===== src/rtl/irde_pkg.sv =====
package irde_pkg;

    localparam int ENTRY_W = 64;

    typedef enum logic [2:0] {
        DLV_FIXED  = 3'd0,
        DLV_LOWPRI = 3'd1,
        DLV_PMI    = 3'd2,
        DLV_NMI    = 3'd4,
        DLV_INIT   = 3'd5,
        DLV_SIPI   = 3'd6,
        DLV_PASS   = 3'd7
    } dlv_e;

    // Stored fields of one redirection entry (pending status lives elsewhere)
    typedef struct packed {
        logic [7:0] dest;
        logic       mask;
        logic       level;
        logic       racked;
        logic       inv;
        logic       dmode;
        logic [2:0] dlv;
        logic [7:0] vec;
    } redir_t;

    typedef struct packed {
        logic [7:0] dest;
        logic       dmode;
        logic [2:0] dlv;
        logic [7:0] vec;
        logic       level;
    } msg_t;

    localparam redir_t ENTRY_RESET = '{dest: 8'h00, mask: 1'b1, level: 1'b0,
                                       racked: 1'b0, inv: 1'b0, dmode: 1'b0,
                                       dlv: 3'd0, vec: 8'h00};

    // Logical request line to pin number
    function automatic int unsigned line_to_pin(input int unsigned line);
        return (line == 0) ? 2 : line;
    endfunction

    function automatic logic [ENTRY_W-1:0] pack_entry(input redir_t e, input logic pend);
        logic [ENTRY_W-1:0] w;
        w        = '0;
        w[63:56] = e.dest;
        w[16]    = e.mask;
        w[15]    = e.level;
        w[14]    = e.racked;
        w[13]    = e.inv;
        w[12]    = pend;
        w[11]    = e.dmode;
        w[10:8]  = e.dlv;
        w[7:0]   = e.vec;
        return w;
    endfunction

endpackage


===== src/rtl/irde_input_cond.sv =====
module irde_input_cond
    import irde_pkg::*;
#(
    parameter int NUM_INPUTS = 26,
    parameter int NUM_PINS   = 24
) (
    input  logic                  clk,
    input  logic                  rst,
    input  logic [NUM_INPUTS-1:0] irq_in,
    input  logic [NUM_PINS-1:0]   inv,
    output logic [NUM_PINS-1:0]   act,
    output logic [NUM_PINS-1:0]   rise
);
    logic [NUM_INPUTS-1:0] line_sync;
    logic [NUM_INPUTS-1:0] dropped_unused;
    logic [NUM_PINS-1:0]   pin_raw;
    logic [NUM_PINS-1:0]   act_prev;

    for (genvar i = 0; i < NUM_INPUTS; i++) begin : g_line
        if (line_to_pin(i) < NUM_PINS) begin : g_kept
            logic s1, s2;
            always_ff @(posedge clk) begin
                if (rst) begin
                    s1 <= 1'b0;
                    s2 <= 1'b0;
                end else begin
                    s1 <= irq_in[i];
                    s2 <= s1;
                end
            end
            assign line_sync[i]      = s2;
            assign dropped_unused[i] = 1'b0;
        end else begin : g_drop
            assign line_sync[i]      = 1'b0;
            assign dropped_unused[i] = irq_in[i];
        end
    end

    always_comb begin
        pin_raw = '0;
        for (int p = 0; p < NUM_PINS; p++) begin
            for (int i = 0; i < NUM_INPUTS; i++) begin
                if (line_to_pin(i) == p) pin_raw[p] = pin_raw[p] | line_sync[i];
            end
        end
    end

    assign act  = pin_raw ^ inv;
    assign rise = act & ~act_prev;

    always_ff @(posedge clk) begin
        if (rst) act_prev <= '0;
        else     act_prev <= act;
    end
endmodule


===== src/rtl/irde_redir_table.sv =====
module irde_redir_table
    import irde_pkg::*;
#(
    parameter int NUM_PINS = 24,
    parameter int IDX_W    = $clog2(NUM_PINS)
) (
    input  logic               clk,
    input  logic               rst,
    input  logic               wr_en,
    input  logic [IDX_W-1:0]   wr_idx,
    input  logic [63:0]        wr_data,
    input  logic               set_en,
    input  logic [IDX_W-1:0]   set_idx,
    input  logic               eoi_valid,
    input  logic [7:0]         eoi_vector,
    output redir_t             tbl [NUM_PINS]
);
    redir_t wr_fields;
    logic   wr_unused;

    always_comb begin
        wr_fields.dest   = wr_data[63:56];
        wr_fields.mask   = wr_data[16];
        wr_fields.level  = wr_data[15];
        wr_fields.racked = 1'b0;
        wr_fields.inv    = wr_data[13];
        wr_fields.dmode  = wr_data[11];
        wr_fields.dlv    = wr_data[10:8];
        wr_fields.vec    = wr_data[7:0];
    end
    assign wr_unused = ^{wr_data[55:17], wr_data[14], wr_data[12]};

    for (genvar p = 0; p < NUM_PINS; p++) begin : g_entry
        redir_t nxt;
        always_comb begin
            nxt = tbl[p];
            if (wr_en && wr_idx == IDX_W'(p)) begin
                nxt        = wr_fields;
                nxt.racked = tbl[p].racked;
            end
            if (eoi_valid && tbl[p].racked && tbl[p].vec == eoi_vector)
                nxt.racked = 1'b0;
            if (set_en && set_idx == IDX_W'(p))
                nxt.racked = 1'b1;
        end
        always_ff @(posedge clk) begin
            if (rst) tbl[p] <= ENTRY_RESET;
            else     tbl[p] <= nxt;
        end
    end
endmodule


===== src/rtl/irde_pick_lowest.sv =====
module irde_pick_lowest #(
    parameter int N     = 24,
    parameter int IDX_W = $clog2(N)
) (
    input  logic [N-1:0]     req,
    output logic             found,
    output logic [IDX_W-1:0] idx
);
    always_comb begin
        found = 1'b0;
        idx   = '0;
        for (int i = N - 1; i >= 0; i--) begin
            if (req[i]) begin
                found = 1'b1;
                idx   = IDX_W'(i);
            end
        end
    end
endmodule


===== src/rtl/irq_redirect_engine.sv =====
module irq_redirect_engine
    import irde_pkg::*;
#(
    parameter int NUM_PINS   = 24,
    parameter int NUM_INPUTS = 26,
    localparam int IDX_W     = $clog2(NUM_PINS)
) (
    input  logic                  clk,
    input  logic                  rst,
    input  logic [NUM_INPUTS-1:0] irq_in,
    input  logic                  cfg_we,
    input  logic [IDX_W-1:0]      cfg_idx,
    input  logic [63:0]           cfg_wdata,
    input  logic [IDX_W-1:0]      rd_idx,
    output logic [63:0]           rd_data,
    input  logic                  eoi_valid,
    input  logic [7:0]            eoi_vector,
    input  logic [7:0]            ext_vector,
    output logic                  msg_valid,
    input  logic                  msg_ready,
    output logic [7:0]            msg_dest,
    output logic                  msg_dest_mode,
    output logic [2:0]            msg_deliv_mode,
    output logic [7:0]            msg_vector,
    output logic                  msg_trig
);
    redir_t             tbl [NUM_PINS];
    logic [NUM_PINS-1:0] mask_v, level_v, racked_v, inv_v;
    logic [NUM_PINS-1:0] act_v, rise_v;
    logic [NUM_PINS-1:0] pend_q, pend_d, eligible;
    logic               found;
    logic [IDX_W-1:0]   sel_idx;
    logic               load;
    redir_t             sel;
    msg_t               msg_q;
    logic               valid_q;

    always_comb begin
        for (int p = 0; p < NUM_PINS; p++) begin
            mask_v[p]   = tbl[p].mask;
            level_v[p]  = tbl[p].level;
            racked_v[p] = tbl[p].racked;
            inv_v[p]    = tbl[p].inv;
        end
    end

    irde_input_cond #(.NUM_INPUTS(NUM_INPUTS), .NUM_PINS(NUM_PINS)) u_cond (
        .clk(clk), .rst(rst), .irq_in(irq_in), .inv(inv_v),
        .act(act_v), .rise(rise_v)
    );

    assign eligible = pend_q & ~mask_v & ~(level_v & racked_v);

    irde_pick_lowest #(.N(NUM_PINS), .IDX_W(IDX_W)) u_pick (
        .req(eligible), .found(found), .idx(sel_idx)
    );

    assign sel  = tbl[sel_idx];
    assign load = found && (!valid_q || msg_ready);

    irde_redir_table #(.NUM_PINS(NUM_PINS), .IDX_W(IDX_W)) u_tbl (
        .clk(clk), .rst(rst),
        .wr_en(cfg_we), .wr_idx(cfg_idx), .wr_data(cfg_wdata),
        .set_en(load && sel.level), .set_idx(sel_idx),
        .eoi_valid(eoi_valid), .eoi_vector(eoi_vector),
        .tbl(tbl)
    );

    always_comb begin
        for (int p = 0; p < NUM_PINS; p++) begin
            if (level_v[p]) begin
                pend_d[p] = act_v[p];
            end else begin
                pend_d[p] = (pend_q[p] && !(load && sel_idx == IDX_W'(p)))
                          || (rise_v[p] && !mask_v[p]);
            end
        end
    end

    always_ff @(posedge clk) begin
        if (rst) pend_q <= '0;
        else     pend_q <= pend_d;
    end

    always_ff @(posedge clk) begin
        if (rst) begin
            valid_q <= 1'b0;
            msg_q   <= '0;
        end else if (load) begin
            valid_q     <= 1'b1;
            msg_q.dest  <= sel.dest;
            msg_q.dmode <= sel.dmode;
            msg_q.dlv   <= sel.dlv;
            msg_q.vec   <= (sel.dlv == DLV_PASS) ? ext_vector : sel.vec;
            msg_q.level <= sel.level;
        end else if (msg_ready) begin
            valid_q <= 1'b0;
        end
    end

    assign msg_valid      = valid_q;
    assign msg_dest       = msg_q.dest;
    assign msg_dest_mode  = msg_q.dmode;
    assign msg_deliv_mode = msg_q.dlv;
    assign msg_vector     = msg_q.vec;
    assign msg_trig       = msg_q.level;

    always_comb begin
        if (32'(rd_idx) < NUM_PINS) rd_data = pack_entry(tbl[rd_idx], pend_q[rd_idx]);
        else                        rd_data = '0;
    end
endmodule


===== config.mk =====
export PLATFORM = sky130hd
export DESIGN_NAME = irq_redirect_engine
export DESIGN_NICKNAME = d
export VERILOG_FILES = /design/src/rtl/irde_pkg.sv /design/src/rtl/irde_input_cond.sv /design/src/rtl/irde_redir_table.sv /design/src/rtl/irde_pick_lowest.sv /design/src/rtl/irq_redirect_engine.sv
export SDC_FILE = /design/constraint.sdc
export NUM_CORES = 2
export LEC_CHECK = 0
export ABC_AREA = 1
export ABC_CLOCK_PERIOD_IN_PS = 3600
export BUFFER_PORTS_ARGS = -buffer_cell sky130_fd_sc_hd__buf_2
export CORE_UTILIZATION = 40
export DETAILED_ROUTE_END_ITERATION = 7
export HOLD_SLACK_MARGIN = 0.15
export PLACE_DENSITY = 0.61
export SLEW_MARGIN = 20
export SYNTH_ARGS = -nofsm -noshare
export SYNTH_HDL_FRONTEND = slang
export SYNTH_SLANG_ARGS = --single-unit

===== constraint.sdc =====
create_clock -name clk -period 3.6 [get_ports clk]
set_input_delay 0.18 -clock clk [delete_from_list [all_inputs] [get_ports clk]]
set_output_delay 0.18 -clock clk [all_outputs]
set_load 0.005 [all_outputs]

==> summary.md <==
| Metric | Value |
|---|---|
| Status | `completed` |
| Clock transition at the registers of the reported paths | `~0.06 ns` |
| Most common cell after layout, fill and taps aside | `o21ai_0` |
| Sequential area share after synthesis | `38.1%` |
| Largest net degree at the start of global routing | `182` |
| Crit path buffers/inverters | `5` |
| Reg-to-Reg Start | `u_tbl.tbl[63]` |
| Largest family of logic cells by synthesized area | `compound AO/OA/AOI/OAI gates` |
| Place WS | `-0.215 ns` |
| Arr. time, crit path | `4.06 ns` |
| Post-DRT Antenna Nets | `0` |
| Hold_sp | `cfg_wdata[3]` |
| Row Count | `110` |
| GPL Wtd Cong | `0.993` |
| Synth-to-layout area growth | `19.3%` |
| Reg2Reg Setup Slack | `0.06 ns` |
| Most frequent cells in the layout | `o21ai_0, a21oi_1, dfxtp_1, inv_1, nand2_1` |
| GR Overflow Total | `0` |
| Post-synth ARST share | `0%` |
| CTS buffer count | `81` |
| Vias in the first global route | `between 30000 and 40000` |
| Setup violators final | `0` |
| Ports | `207` |
| EDFF count, synth | `0` |
| First-pass GRT wire length | `236000 um` |
| R2r endpoint | `msg_vector[3]` |
| Wire length after detailed routing | `162000 um` |
| H-Tree Depth | `3` |
| Max_cap viols | `0` |
| CP required | `4.12 ns` |
| Post-synthesis compound-gate area fraction | `32.7%` |
| Slew HR | `20.9%` |
| Mux cell area share after synthesis | `0.220%` |
| Gr busiest metal | `met2` |
| Final hold viol count | `0` |
| Cell area power density | `around 420 nW/um^2` |
| Core area | `90100 um^2` |
| Max rail drop VDD | `~0.31 mV` |
| Cells after Synth | `5363` |
| Final Power | `18.3 mW` |
| Maximum number of buffers from clock root to sink | `3` |
| Fmax | `282 MHz` |
| WL per Instance | `24.1 um` |
| CP max FO | `7` |
| Crit-path max cell delay | `0.34 ns` |
| Max Slew Vio Count | `0` |
| Share of cells above drive strength 1 | `12.1%` |
| 1st-iter DRT viols | `roughly 6100` |
| Fin crit share | `98.4%` |
| Crit path depth | `37` |
| Main synth FF type | `dfxtp_1` |
| Via density | `5.96` |
| Critical path's slowest cell | `dfxtp_1` |
| Setup slack after layout | `0.0575 ns` |
| Yosys reg bits | `roughly 690` |
| Synth Cell Area | `36500 um^2` |
| Worst-Margin Slew | `1.19 ns` |
| CP startpoint kind | `flip-flop` |
| Met2 usage | `49.8%` |
| Die width | `between 300 and 400 um` |
| Top-area cell type share of the netlist area | `38.1%` |
| WHS Path Cells | `3` |
| Most used cell, CP | `nand2_1` |
| Worst min path class | `primary input to flip-flop` |
| CP Capture Type | `flip-flop` |
| R2R depth | `37` |
| Worst-Skew Late Latency | `~0.67 ns` |
| Pre-antenna DRT Iters | `6` |
| Avg Synthesized Cell Area | `6.80 um^2` |
| Via Count | `approximately 40000` |
| Met3 Resource Use GR | `6.39%` |
| GRT Total Usage | `33.6%` |
| Unrepaired setup endpoints after global routing | `true` |
| Clock Sinks | `694` |
| CP Class | `flip-flop to flip-flop` |
| Die height | `~300 um` |
| Min Tclk post-route | `3.54 ns` |
| CTS tree | `built` |
| Synth Area in Simple Gates | `between 10% and 20%` |
| Initial Utilization | `40.4%` |
| Full die area | `92300 um^2` |
| CTS root buf | `clkbuf_16` |
| XOR/XNOR Fraction of Synth Area | `1.32%` |
| Port bufs | `around 120` |
| Setup Skew | `0.0326 ns` |
| Hold endpoint | `u_tbl.tbl[507]` |
| Post-DP HPWL | `108000 um` |
| Area contributors post-synth | `dfxtp_1, o21ai_0, a21oi_1` |
| Grt met1 use | `46.7%` |
| CP delay by family, top | `simple AND/OR/NAND/NOR gates` |
| Number of library cell types mapped by synthesis | `52` |
| Cell taking the most area after synthesis | `dfxtp_1` |
| Ys Warns | `0` |
| Drt drc | `0` |
| Synth Area in Adders | `0%` |
| Leak | `approximately 16 nW` |
| Final Net Count | `5596` |
| Initial antenna violation count | `11` |
-- tightest hold or removal path, delay by kind of cell --
family                 cells  cell delay [ns]
AOI/OAI and AO/OA          2             0.29
buffers and inverters      1             0.33
-- cell families after synthesis --
kind of cell / Yosys count
DFF: 694
AOI/OAI and AO/OA: 2140
buffers and inverters: 1092
and+or+nand+nor: 1373
muxes: 8
xor gates and xnor gates: 55
other: 1
-- power breakdown --
| group | switching [mW] | internal (mW) |
|---|---|---|
| Clock | 3.59 | 5.03 |
| Combinational | 1.24 | 0.533 |
| Sequential | 0.0769 | 7.80 |
| Total | 4.91 | 13.4 |
-- cell usage after synthesis (9+ instances only) --
master / n
a211oi_1: 67
a21boi_0: 12
a21oi_1: 736
a221oi_1: 9
a311oi_1: 20
buf_1: 23
buf_2: 31
buf_4: 49
clkbuf_1: 401
clkinv_1: 10
dfxtp_1: 694
inv_1: 570
nand2_1: 541
nand3_1: 153
nand3b_1: 16
nand4_1: 54
nor2_1: 527
nor3_1: 55
o2111ai_1: 22
o211ai_1: 66
o21ai_0: 950
o221ai_1: 58
o22ai_1: 128
o311a_1: 18
o41ai_1: 13
xnor2_1: 45
xor2_1: 10
-- sequential cells by signal, indices dropped and copies added (netlist names) --
register and cells:
u_tbl.tbl 576, pend_q 24, u_cond.act_prev 24, u_cond.g_line.g_kept.s1 24, u_cond.g_line.g_kept.s2 24, msg_dest 8
msg_vector 8, msg_deliv_mode 3, msg_dest_mode 1, msg_trig 1, msg_valid 1
-- how the worst max path moves through the flow --
stage	endpoint	slack, ns	start
2_1_floorplan	msg_dest[2]	0.73	u_tbl.tbl[15]
3_3_place_gp	msg_deliv_mode[0]	-0.28	u_tbl.tbl[15]
3_5_place_dp	msg_deliv_mode[0]	-0.21	u_tbl.tbl[15]
4_1_cts	msg_vector[1]	0.007	u_tbl.tbl[15]
5_1_grt	msg_vector[6]	-0.16	u_tbl.tbl[15]
6_report	msg_vector[3]	0.06	u_tbl.tbl[63]
-- through the flow --
stage	setup TNS (ns)	utilization, %	cell area [um^2]	cells	hold slack [ns]
floorplan	0	-	36600	5401	0.287
global placement	-2.29	43.5	39200	6474	0.384
detailed placement	-0.915	43.5	39200	6474	0.387
CTS	0	47.4	42800	6694	0.154
global route	-2.56	48.2	43500	6716	0.203
finish	0	48.2	43500	6721	0.204
-- area by class of cell --
class,count,area (um^2)
antenna,5,12.5
clock buffer,115,2370
clock inverter,33,377
fill,9041,46700
inverter,584,2210
multi-input combinational,3615,18800
sequential,694,13900
tap,1176,1470
timing repair buffer,499,4400
-- timing repair --
action                                 in CTS  in global routing
endpoints found under the hold margin     505                  0
cloned                                      0                  5
hold buffers                               70                  0
setup endpoints to repair                  38                 46
pin swaps                                   1                 47
resized for setup                          15                138
buffers inserted                            2                 19
-- layer usage --
| metal | wire length [um] | vias up |
|---|---|---|
| met5 | 92 | - |
| met4 | 7840 | 14 |
| met3 | 18300 | 437 |
| met2 | 68600 | 2470 |
| met1 | 67500 | 18700 |
| li1 | - | 18500 |
Power figures use the tool's default switching activity.
